### src/rtl/wdt_pkg.sv
package wdt_pkg;
   typedef enum logic [1:0] {
      ACT_IRQ  = 2'd0,
      ACT_RSVD = 2'd1,
      ACT_SMI  = 2'd2,
      ACT_NONE = 2'd3
   } stage1_act_e;
endpackage

### src/rtl/wdt_prescale.sv
module wdt_prescale #(
   parameter int PRELOAD_W  = 20,
   parameter int SLOW_SHIFT = 15,
   parameter int FAST_SHIFT = 5,
   parameter int CNT_W      = PRELOAD_W + SLOW_SHIFT
) (
   input  logic [PRELOAD_W-1:0] preload_i,
   input  logic                 slow_i,
   output logic [CNT_W-1:0]     count_o
);
   logic [CNT_W-1:0] wide;

   generate
      if (SLOW_SHIFT < FAST_SHIFT) begin : g_bad
         $error("wdt_prescale: SLOW_SHIFT must not be below FAST_SHIFT");
      end
      if (CNT_W < PRELOAD_W + SLOW_SHIFT) begin : g_narrow
         $error("wdt_prescale: CNT_W too narrow for the slow shift");
      end
   endgenerate

   assign wide = CNT_W'(preload_i);

   generate
      if (SLOW_SHIFT == FAST_SHIFT) begin : g_single
         assign count_o = wide << SLOW_SHIFT;
      end else begin : g_dual
         assign count_o = slow_i ? (wide << SLOW_SHIFT) : (wide << FAST_SHIFT);
      end
   endgenerate
endmodule

### src/rtl/wdt_downcount.sv
module wdt_downcount #(
   parameter int CNT_W = 35
) (
   input  logic             clk,
   input  logic             rst,
   input  logic             load_i,
   input  logic [CNT_W-1:0] load_val_i,
   input  logic             dec_i,
   output logic             zero_o
);
   logic [CNT_W-1:0] cnt_q;

   always_ff @(posedge clk) begin
      if (rst)         cnt_q <= '0;
      else if (load_i) cnt_q <= load_val_i;
      else if (dec_i)  cnt_q <= cnt_q - 1'b1;
   end

   assign zero_o = (cnt_q == '0);

   AST_NO_UNDERFLOW: assert property (@(posedge clk) disable iff (rst)
      (dec_i && !load_i) |-> !zero_o);
endmodule

### src/rtl/wdt_expiry_action.sv
module wdt_expiry_action
   import wdt_pkg::*;
(
   input  logic        clk,
   input  logic        rst,
   input  logic        exp1_i,
   input  logic        exp2_i,
   input  logic [1:0]  int_sel_i,
   input  logic        reboot_en_i,
   input  logic        flag_clr_i,
   output logic        irq_o,
   output logic        smi_o,
   output logic        reset_req_o,
   output logic        prev_timeout_o
);
   stage1_act_e act;
   logic        fire_reset;

   assign act        = stage1_act_e'(int_sel_i);
   assign fire_reset = exp2_i && reboot_en_i;

   always_ff @(posedge clk) begin
      if (rst) begin
         irq_o          <= 1'b0;
         smi_o          <= 1'b0;
         reset_req_o    <= 1'b0;
         prev_timeout_o <= 1'b0;
      end else begin
         irq_o       <= exp1_i && (act == ACT_IRQ);
         smi_o       <= exp1_i && (act == ACT_SMI);
         reset_req_o <= fire_reset;
         if (fire_reset)      prev_timeout_o <= 1'b1;
         else if (flag_clr_i) prev_timeout_o <= 1'b0;
      end
   end

   AST_IRQ_SINGLE: assert property (@(posedge clk) disable iff (rst)
      irq_o |=> !irq_o);
   AST_IRQ_SMI_EXCL: assert property (@(posedge clk) disable iff (rst)
      !(irq_o && smi_o));
   AST_REBOOT_SETS_FLAG: assert property (@(posedge clk) disable iff (rst)
      (exp2_i && reboot_en_i) |=> (reset_req_o && prev_timeout_o));
   AST_FLAG_STICKY: assert property (@(posedge clk) disable iff (rst)
      (prev_timeout_o && !flag_clr_i) |=> prev_timeout_o);
endmodule

### src/rtl/wdt_two_stage.sv
module wdt_two_stage #(
   parameter int PRELOAD_W  = 20,
   parameter int SLOW_SHIFT = 15,
   parameter int FAST_SHIFT = 5
) (
   input  logic                 clk,
   input  logic                 rst,
   input  logic                 en_i,
   input  logic                 free_run_i,
   input  logic                 slow_scale_i,
   input  logic [1:0]           int_sel_i,
   input  logic                 reboot_en_i,
   input  logic [PRELOAD_W-1:0] preload1_i,
   input  logic [PRELOAD_W-1:0] preload2_i,
   input  logic                 ping_i,
   input  logic                 flag_clr_i,
   output logic                 irq_o,
   output logic                 smi_o,
   output logic                 reset_req_o,
   output logic                 prev_timeout_o,
   output logic                 running_o,
   output logic                 stage_two_o
);
   localparam int CNT_W = PRELOAD_W + SLOW_SHIFT;

   logic             en_q, running_q, stage2_q;
   logic             start, restart1, expire, exp1, exp2, load, dec, zero;
   logic [PRELOAD_W-1:0] sel_preload;
   logic [CNT_W-1:0]     load_val;

   assign start    = en_i && !en_q;
   assign restart1 = en_i && (start || ping_i);
   assign expire   = en_i && running_q && zero && !restart1;
   assign exp1     = expire && !stage2_q;
   assign exp2     = expire && stage2_q;
   assign load     = restart1 || exp1 || (exp2 && free_run_i);
   assign dec      = en_i && running_q && !zero && !load;
   assign sel_preload = exp1 ? preload2_i : preload1_i;

   wdt_prescale #(
      .PRELOAD_W (PRELOAD_W),
      .SLOW_SHIFT(SLOW_SHIFT),
      .FAST_SHIFT(FAST_SHIFT),
      .CNT_W     (CNT_W)
   ) u_scale (
      .preload_i(sel_preload),
      .slow_i   (slow_scale_i),
      .count_o  (load_val)
   );

   wdt_downcount #(.CNT_W(CNT_W)) u_cnt (
      .clk       (clk),
      .rst       (rst),
      .load_i    (load),
      .load_val_i(load_val),
      .dec_i     (dec),
      .zero_o    (zero)
   );

   wdt_expiry_action u_act (
      .clk           (clk),
      .rst           (rst),
      .exp1_i        (exp1),
      .exp2_i        (exp2),
      .int_sel_i     (int_sel_i),
      .reboot_en_i   (reboot_en_i),
      .flag_clr_i    (flag_clr_i),
      .irq_o         (irq_o),
      .smi_o         (smi_o),
      .reset_req_o   (reset_req_o),
      .prev_timeout_o(prev_timeout_o)
   );

   always_ff @(posedge clk) begin
      if (rst) begin
         en_q      <= 1'b0;
         running_q <= 1'b0;
         stage2_q  <= 1'b0;
      end else begin
         en_q <= en_i;
         if (!en_i) begin
            running_q <= 1'b0;
         end else if (restart1) begin
            running_q <= 1'b1;
            stage2_q  <= 1'b0;
         end else if (exp1) begin
            stage2_q  <= 1'b1;
         end else if (exp2) begin
            if (free_run_i) stage2_q  <= 1'b0;
            else            running_q <= 1'b0;
         end
      end
   end

   assign running_o   = running_q;
   assign stage_two_o = stage2_q;

   AST_STOP_WHEN_OFF: assert property (@(posedge clk) disable iff (rst)
      !en_i |=> !running_o);
   AST_PING_RESTART: assert property (@(posedge clk) disable iff (rst)
      (en_i && ping_i) |=> (running_o && !stage_two_o));
   AST_IRQ_IN_STAGE_TWO: assert property (@(posedge clk) disable iff (rst)
      (irq_o || smi_o) |-> stage_two_o);
   AST_NO_ACTION_IDLE: assert property (@(posedge clk) disable iff (rst)
      !running_o |=> !(irq_o || smi_o || reset_req_o));
endmodule

### config.mk
export PLATFORM = sky130hd
export DESIGN_NAME = wdt_two_stage
export DESIGN_NICKNAME = d
export VERILOG_FILES = /design/src/rtl/wdt_pkg.sv /design/src/rtl/wdt_prescale.sv /design/src/rtl/wdt_downcount.sv /design/src/rtl/wdt_expiry_action.sv /design/src/rtl/wdt_two_stage.sv
export SDC_FILE = /design/constraint.sdc
export NUM_CORES = 1
export LEC_CHECK = 0
export ABC_AREA = 0
export CAP_MARGIN = 40
export CORE_UTILIZATION = 64
export DETAILED_ROUTE_END_ITERATION = 8
export DONT_BUFFER_PORTS = 1
export GPL_ROUTABILITY_DRIVEN = 0
export MAX_ROUTING_LAYER = met4
export PLACE_DENSITY = 0.8
export RECOVER_POWER = 100
export SYNTH_ARGS = -nofsm -noshare
export SYNTH_HDL_FRONTEND = slang
export SYNTH_SLANG_ARGS = --single-unit
### constraint.sdc
create_clock -name clk -period 3.2 [get_ports clk]
set_clock_uncertainty 0.2 [all_clocks]
set_input_delay 0.64 -clock clk [delete_from_list [all_inputs] [get_ports clk]]
set_output_delay 0.64 -clock clk [all_outputs]
set_load 0.1 [all_outputs]
# Word-level counts from Yosys, hierarchy flattened
# Index checks and enable logic that the tools add are counted.
[op_classes] mul=0 n_lt_le_gt_ge=0 bitwise_logic=1 add_sub_neg=1 reduce_logical=31 eq_ne=3 shifts=0 n_div=0 mux=14
[op_table] cell="35-bit 2-to-1 mux" n=3
[op_table] cell="35-bit zero test" n=1
[op_table] cell="35-bit by 1-bit subtractor with 35-bit output, second input constant" n=1
[op_table] cell="20-bit 2-to-1 mux" n=1
[op_table] cell="1-bit logical AND" n=13
[op_table] cell="1-bit 2-to-1 mux" n=10
[op_table] cell="3-bit AND reduction" n=2
[op_table] cell="2-bit nonzero test" n=3
[op_table] cell="3-bit nonzero test" n=2
[op_table] cell="1-bit zero test" n=5
[op_table] cell="1-bit logical OR" n=3
[op_table] cell="2-bit == test, second input constant" n=1
[op_table] cell="2-bit zero test" n=1
[op_table] cell="2-bit by 1-bit != test with 1-bit output, second input constant" n=1
[op_table] cell="2-bit != test, second input constant" n=1
[op_table] cell="2-bit OR reduction" n=1
[op_table] cell="1-bit inverter" n=1
[word_totals] inputBits=50 output_inout_bits=6 word_cells=58 regBits=42 mem_bits_rw=0 rom_bits=0 memories=0 latch_bits=0

# Logic depth before layout (Yosys ltp)
[logic_depth] ltp_word=13 mapped_depth=11 mapped_depth_nobuf=9

# Cells and area by module
# A second synthesis with hierarchy kept.
[hier_totals] hier_cells=344 area_unflattened_um2=3032.9
[modules_own_cells] module="wdt_downcount" cells_each=250 instances=1 seq_area_each_um2=700.7 area_each_um2=2059.5
[modules_own_cells] module="wdt_two_stage" cells_each=45 instances=1 seq_area_each_um2=60.1 area_each_um2=509.2
[modules_own_cells] module="wdt_prescale" cells_each=39 instances=1 seq_area_each_um2=0.0 area_each_um2=337.8
[modules_own_cells] module="wdt_expiry_action" cells_each=10 instances=1 seq_area_each_um2=80.1 area_each_um2=126.4

# Worst setup path after synthesis
# Ideal clock, no wire load.
[synth_timing] kind="register to register" startpoint="reg running_q (netlist: running_o)" endpoint="reg u_cnt.cnt_q[16]" path_stages_with_launch=8 n_path_buf=0 synth_period_minus_slack_ns=2.755 t_arrival_ns=2.423 required_time_ns=2.868 setup_ns=0.132 setup_slack_ns=0.445 cell_sequence="dfxtp_1 > nand3b_1 > nor4_4 > nand4_4 > mux4_2 > and2_0 > o21ai_1 > a21oi_1"
[synth_via] elab_chain_len=9 word_cells_on_any_way=15 cone_classes="mux: 3; reduce/logical: 12"
[synth_lines] item="start: declaration" line="wdt_two_stage.sv:26" text="logic en_q, running_q, stage2_q;"
[synth_lines] item="start signal: assignment" line="wdt_two_stage.sv:77" text="running_q <= 1'b0;"
[synth_lines] item="start signal: assignment" line="wdt_two_stage.sv:82" text="running_q <= 1'b0;"
[synth_lines] item="start signal: assignment" line="wdt_two_stage.sv:84" text="running_q <= 1'b1;"
[synth_lines] item="1-bit logical AND (*)" line="wdt_two_stage.sv:33, wdt_two_stage.sv:37"
[synth_lines] item="1-bit logical AND (2 in a row)" line="wdt_two_stage.sv:33" text="assign expire = en_i && running_q && zero && !restart1;"
[synth_lines] item="1-bit logical AND, on equally long branches" line="wdt_two_stage.sv:34, wdt_two_stage.sv:35"
[synth_lines] item="1-bit logical OR or 1-bit logical AND (tied branches)" line="wdt_two_stage.sv:36" text="assign load = restart1 || exp1 || (exp2 && free_run_i);"
[synth_lines] item="1-bit logical OR" line="wdt_two_stage.sv:36"
[synth_lines] item="1-bit zero test" line="wdt_two_stage.sv:37" text="assign dec = en_i && running_q && !zero && !load;"
[synth_lines] item="1-bit logical AND" line="wdt_two_stage.sv:37"
[synth_lines] item="2-bit nonzero test (no line)"
[synth_lines] item="end signal: assignment" line="wdt_downcount.sv:15" text="else if (load_i) cnt_q <= load_val_i;"
[synth_lines] item="end signal: assignment" line="wdt_downcount.sv:16" text="else if (dec_i) cnt_q <= cnt_q - 1'b1;"
[synth_lines] item="end: declaration" line="wdt_downcount.sv:11" text="logic [CNT_W-1:0] cnt_q;"
# Every way passes the cells marked *; elsewhere a longest branch is shown, timed or not.
# A chain may end at the register's enable or synchronous reset.

# Final worst setup path
[layout_timing] startpoint="reg u_cnt.cnt_q[22]" endpoint="reg u_cnt.cnt_q[25]"
[layout_via] elab_chain_len=9 word_cells_on_any_way=18 cone_classes="add/sub: 1; mux: 4; reduce/logical: 13"
[layout_lines] item="branches (longest 9 deep; another with 35-bit by 1-bit subtractor with 35-bit output)"
# Parallel ways; which one is timed is not known. The select of a mux whose other input is x is not followed.

==> reports/results.tsv <==
stage	metric	value	unit
run_status	status	completed	
timing	final_hold_viol_count	0	
hold_path	hold_path_depth	1	
place	detailed_place_hpwl	6446	um
pwr	p_leak	1.172	nW
floorplan	row_count	23	
synthesis	synthFlopType	sky130_fd_sc_hd__dfxtp_1	
synthesis	post_synth.cell_area_avg	8.104	um^2
worst_setup_path	worstSetupEndpointType	register	
detailed_routing	drcViolationCount	0	
clock_network	cts_stage_hold_buffer_count	0	
job	cap_violations	0	
timing	fmax	333.2	MHz
synthesis	synth.ff_latch_count	42	
clock_network	cts_buffers	5	
floorplan	die_area	4650	um^2
global_routing	grt_pass1_wl	13610	um
clock_network	tritoncts	done	
synthesis	yosysUniqueCellTypes	63	
worst_setup_path	crit_type	register to register	
clock_network	cts_setup_buffers	0	
worst_setup_path	worst_setup_path_start_kind	register	
synthesis	synth-warning-count	0	
clock_network	clock_network_latency_to_the_later_pin_of_the_worst_skew_pair	0.30	ns
layout	diodes	0	
floorplan	floorplan.io_pins	56	
timing	drv_slew	0	
pwr	power_density	453.3	nW/um^2
synthesis	synth_async_sr_flop_share	0	%
layout	layout.cells.most_common_list	42 x sky130_fd_sc_hd__dfxtp_1, 40 x sky130_fd_sc_hd__nor2_1, 25 x sky130_fd_sc_hd__nand2_1, 22 x sky130_fd_sc_hd__a21oi_1	
global_routing	number_of_global_route_vias_before_repair	2713	
floorplan	core_area	4115	um^2
floorplan	die_width	68.19	um
timing	worst-slew-pin-transition	1.260	ns
hold_path	timing.hold.worst.class	input port to register	
timing	grt_setup_unrepaired	false	
layout	most_common_cell_after_layout_fill_and_taps_aside	sky130_fd_sc_hd__dfxtp_1	
synthesis	post_synth_edffs	0	
worst_setup_path	worst-r2r-setup-slack	0.20	ns
layout	final_core_util	72.09	%
detailed_routing	route.detailed.vias_per_inst	7.437	
synthesis	ys_seq_area_share	29.99	%
layout	num-nets-final	407	
worst_setup_path	critical_path_arrival	3.02	ns
synthesis	yosys.area.top_type	sky130_fd_sc_hd__dfxtp_1	
place	numPlacedInstances	398	
synthesis	yosysTopAreaCellShare	29.99	%
synthesis	postSynthNetCount	398	
hold_path	hold_path_end	u_cnt.cnt_q[17]$_SDFFE_PP0P_	
global_routing	grt_max_degree	29	
place	placement.io_buffers	0	
global_routing	total_grt_usage	41.86	%
hold_path	hold_path_startpoint	rst	
clock_network	postCtsResizedCells	0	
worst_setup_path	reg2regPathDepth	8	
timing	final_setup_vio_count	0	
synthesis	synthesis.instances	346	
floorplan	floorplan.initialDensity	68.14	%
layout	area_growth_syn_to_layout	5.801	%
timing	slew_hr	15.99	%
detailed_routing	detail_route.wirelength	8864	um
detailed_routing	vias	3012	
floorplan	dieHeight	68.19	um
timing	setup_tns	0	ns
global_routing	number_of_antenna_violations_at_the_first_check_in_global_routing	0	
worst_setup_path	timing.critical_path.fanout_max	11	
clock_network	clock_path_buffers	2	
clock_network	htree_levels	2	
layout	drive_gt1_share	9.859	%
clock_network	clk_sink_count	42	
clock_network	clk_pin_slew_worst_paths	0.08	ns
synthesis	synth.cell_area	2804	um^2
clock_network	ctsRootBufferMaster	sky130_fd_sc_hd__clkbuf_8	
timing	final_period_util	93.79	%
detailed_routing	route.antenna.remaining_nets	0	
detailed_routing	first_pass_iters	5	
global_routing	globalRouteOverflowTotal	0	
worst_setup_path	worst_endpoint_required_time	3.22	ns
timing	timing.final.crit_period	3.001	ns
detailed_routing	post_detailed_route_wirelength_per_cell	21.89	um
worst_setup_path	timing.rr.end	u_cnt.cnt_q[25]$_SDFFE_PP0P_	
synthesis	netlist_top_cells_area	sky130_fd_sc_hd__dfxtp_1 30%, sky130_fd_sc_hd__mux2i_1 7.5%, sky130_fd_sc_hd__nor2_1 5.4%, sky130_fd_sc_hd__a21oi_1 3.9%, sky130_fd_sc_hd__nor3_1 3.4%	
layout	post_layout_nonfiller_instances	405	
worst_setup_path	crit-reg2reg-launch	u_cnt.cnt_q[22]$_SDFFE_PP0P_	
pwr	worst_ir_drop_vdd	0.0003588	V
detailed_routing	dr.first_iter.drc_count	397	
Yosys cell counts, types with 3 or more instances:
library cell	n
sky130_fd_sc_hd__a2bb2oi_1	3
sky130_fd_sc_hd__nand3_1	16
sky130_fd_sc_hd__o211a_1	3
sky130_fd_sc_hd__or4_1	3
sky130_fd_sc_hd__mux2i_1	21
sky130_fd_sc_hd__nor2_1	40
sky130_fd_sc_hd__dfxtp_1	42
sky130_fd_sc_hd__nor4b_1	5
sky130_fd_sc_hd__xor2_1	4
sky130_fd_sc_hd__nor2b_1	3
sky130_fd_sc_hd__buf_2	5
sky130_fd_sc_hd__o32ai_1	5
sky130_fd_sc_hd__mux2_2	5
sky130_fd_sc_hd__xnor2_1	3
sky130_fd_sc_hd__o21ai_0	19
sky130_fd_sc_hd__nor4_2	3
sky130_fd_sc_hd__nor3_1	19
sky130_fd_sc_hd__o22ai_1	4
sky130_fd_sc_hd__a32o_1	4
sky130_fd_sc_hd__nand4_1	4
sky130_fd_sc_hd__buf_4	4
sky130_fd_sc_hd__and3_1	5
sky130_fd_sc_hd__nand2_1	25
sky130_fd_sc_hd__a211oi_1	6
sky130_fd_sc_hd__nor4_1	12
sky130_fd_sc_hd__a21oi_1	22
sky130_fd_sc_hd__inv_1	3
sky130_fd_sc_hd__nand2b_1	4
sky130_fd_sc_hd__a31oi_1	5
sky130_fd_sc_hd__clkbuf_1	8
cell families after synthesis:
logic type,count (synthesis),synth area share [%]
multiplexers,27,10.31
adder cells (fa/ha/maj),2,0.8923
XOR/XNOR,7,2.187
AO/OA/AOI/OAI,91,22.00
buffers and inverters,23,3.837
flip-flops,42,29.99
AND/OR/NAND/NOR,154,30.79
worst max path at each step:
| stage | from | to | slack [ns] | cells past startpoint |
|---|---|---|---|---|
| after CTS | u_cnt.cnt_q[22]$_SDFFE_PP0P_ | u_cnt.cnt_q[25]$_SDFFE_PP0P_ | 0.30 | 8 |
| final | u_cnt.cnt_q[22]$_SDFFE_PP0P_ | u_cnt.cnt_q[25]$_SDFFE_PP0P_ | 0.20 | 8 |
| after global routing | u_cnt.cnt_q[7]$_SDFFE_PP0P_ | u_cnt.cnt_q[6]$_SDFFE_PP0P_ | 0.01 | 8 |
| after floorplan | running_o$_SDFFE_PP0P_ | u_cnt.cnt_q[16]$_SDFFE_PP0P_ | 0.45 | 7 |
| after global placement | u_cnt.cnt_q[7]$_SDFFE_PP0P_ | u_cnt.cnt_q[25]$_SDFFE_PP0P_ | 0.36 | 8 |
| after detailed placement | u_cnt.cnt_q[22]$_SDFFE_PP0P_ | u_cnt.cnt_q[25]$_SDFFE_PP0P_ | 0.34 | 8 |
final cells by class:
class	count	area, um^2
clock buffer	7	76.32
fill	326	1149
inverter	5	18.77
multi-input combinational	281	1849
sequential	42	840.8
tap	50	62.56
timing repair buffer	20	118.9
where the power goes:
part | total, W | leakage, nW | switching [W] | internal, W
logic | 0.000415 | 0.790 | 0.000262 | 0.000153
clock network | 0.000329 | 0.0383 | 0.000179 | 0.000150
registers | 0.000600 | 0.344 | 0.0000449 | 0.000556
worst max-delay path, stage by stage (launching register included):
cell	delay, ns
sky130_fd_sc_hd__dfxtp_1	0.36
sky130_fd_sc_hd__nor4_1	0.50
sky130_fd_sc_hd__nand3_1	0.32
sky130_fd_sc_hd__nor4_2	0.36
sky130_fd_sc_hd__o21a_1	0.35
sky130_fd_sc_hd__buf_4	0.25
sky130_fd_sc_hd__nand2_2	0.15
sky130_fd_sc_hd__a2bb2oi_1	0.17
sky130_fd_sc_hd__a211oi_1	0.24
metal layers:
| metal | share of wire (%) | global-route usage, % | vias up |
|---|---|---|---|
| met1 | 38 | 51.68 | 1369 |
| met4 | 4.0 | 17.45 | 0 |
| li1 | - | - | 1350 |
| met3 | 13 | 11.00 | 39 |
| met5 | 0 | - | - |
| met2 | 45 | 64.22 | 254 |
state kept, by name (all words and copies together), names as in the netlist:
| signal | cells |
|---|---|
| en_q | 1 |
| running_o | 1 |
| stage_two_o | 1 |
| u_act.irq_o | 1 |
| u_act.prev_timeout_o | 1 |
| u_act.reset_req_o | 1 |
| u_act.smi_o | 1 |
| u_cnt.cnt_q | 35 |
per-stage QoR:
step / power [W] / worst slack (ns) / instance area (um^2) / hold slack [ns]
6_report: 0.001345 / 0.1987 / 2967 / 0.2040
3_3_place_gp: 0.001004 / 0.3619 / 2890 / 0.2577
4_1_cts: 0.001332 / 0.2997 / 3034 / 0.2007
3_5_place_dp: 0.001011 / 0.3415 / 2958 / 0.2651
2_1_floorplan: 0.0009061 / 0.4452 / 2804 / 0.2505
5_1_grt: 0.001398 / 0.01442 / 2967 / 0.1902
(Power assumes the default switching activity.)
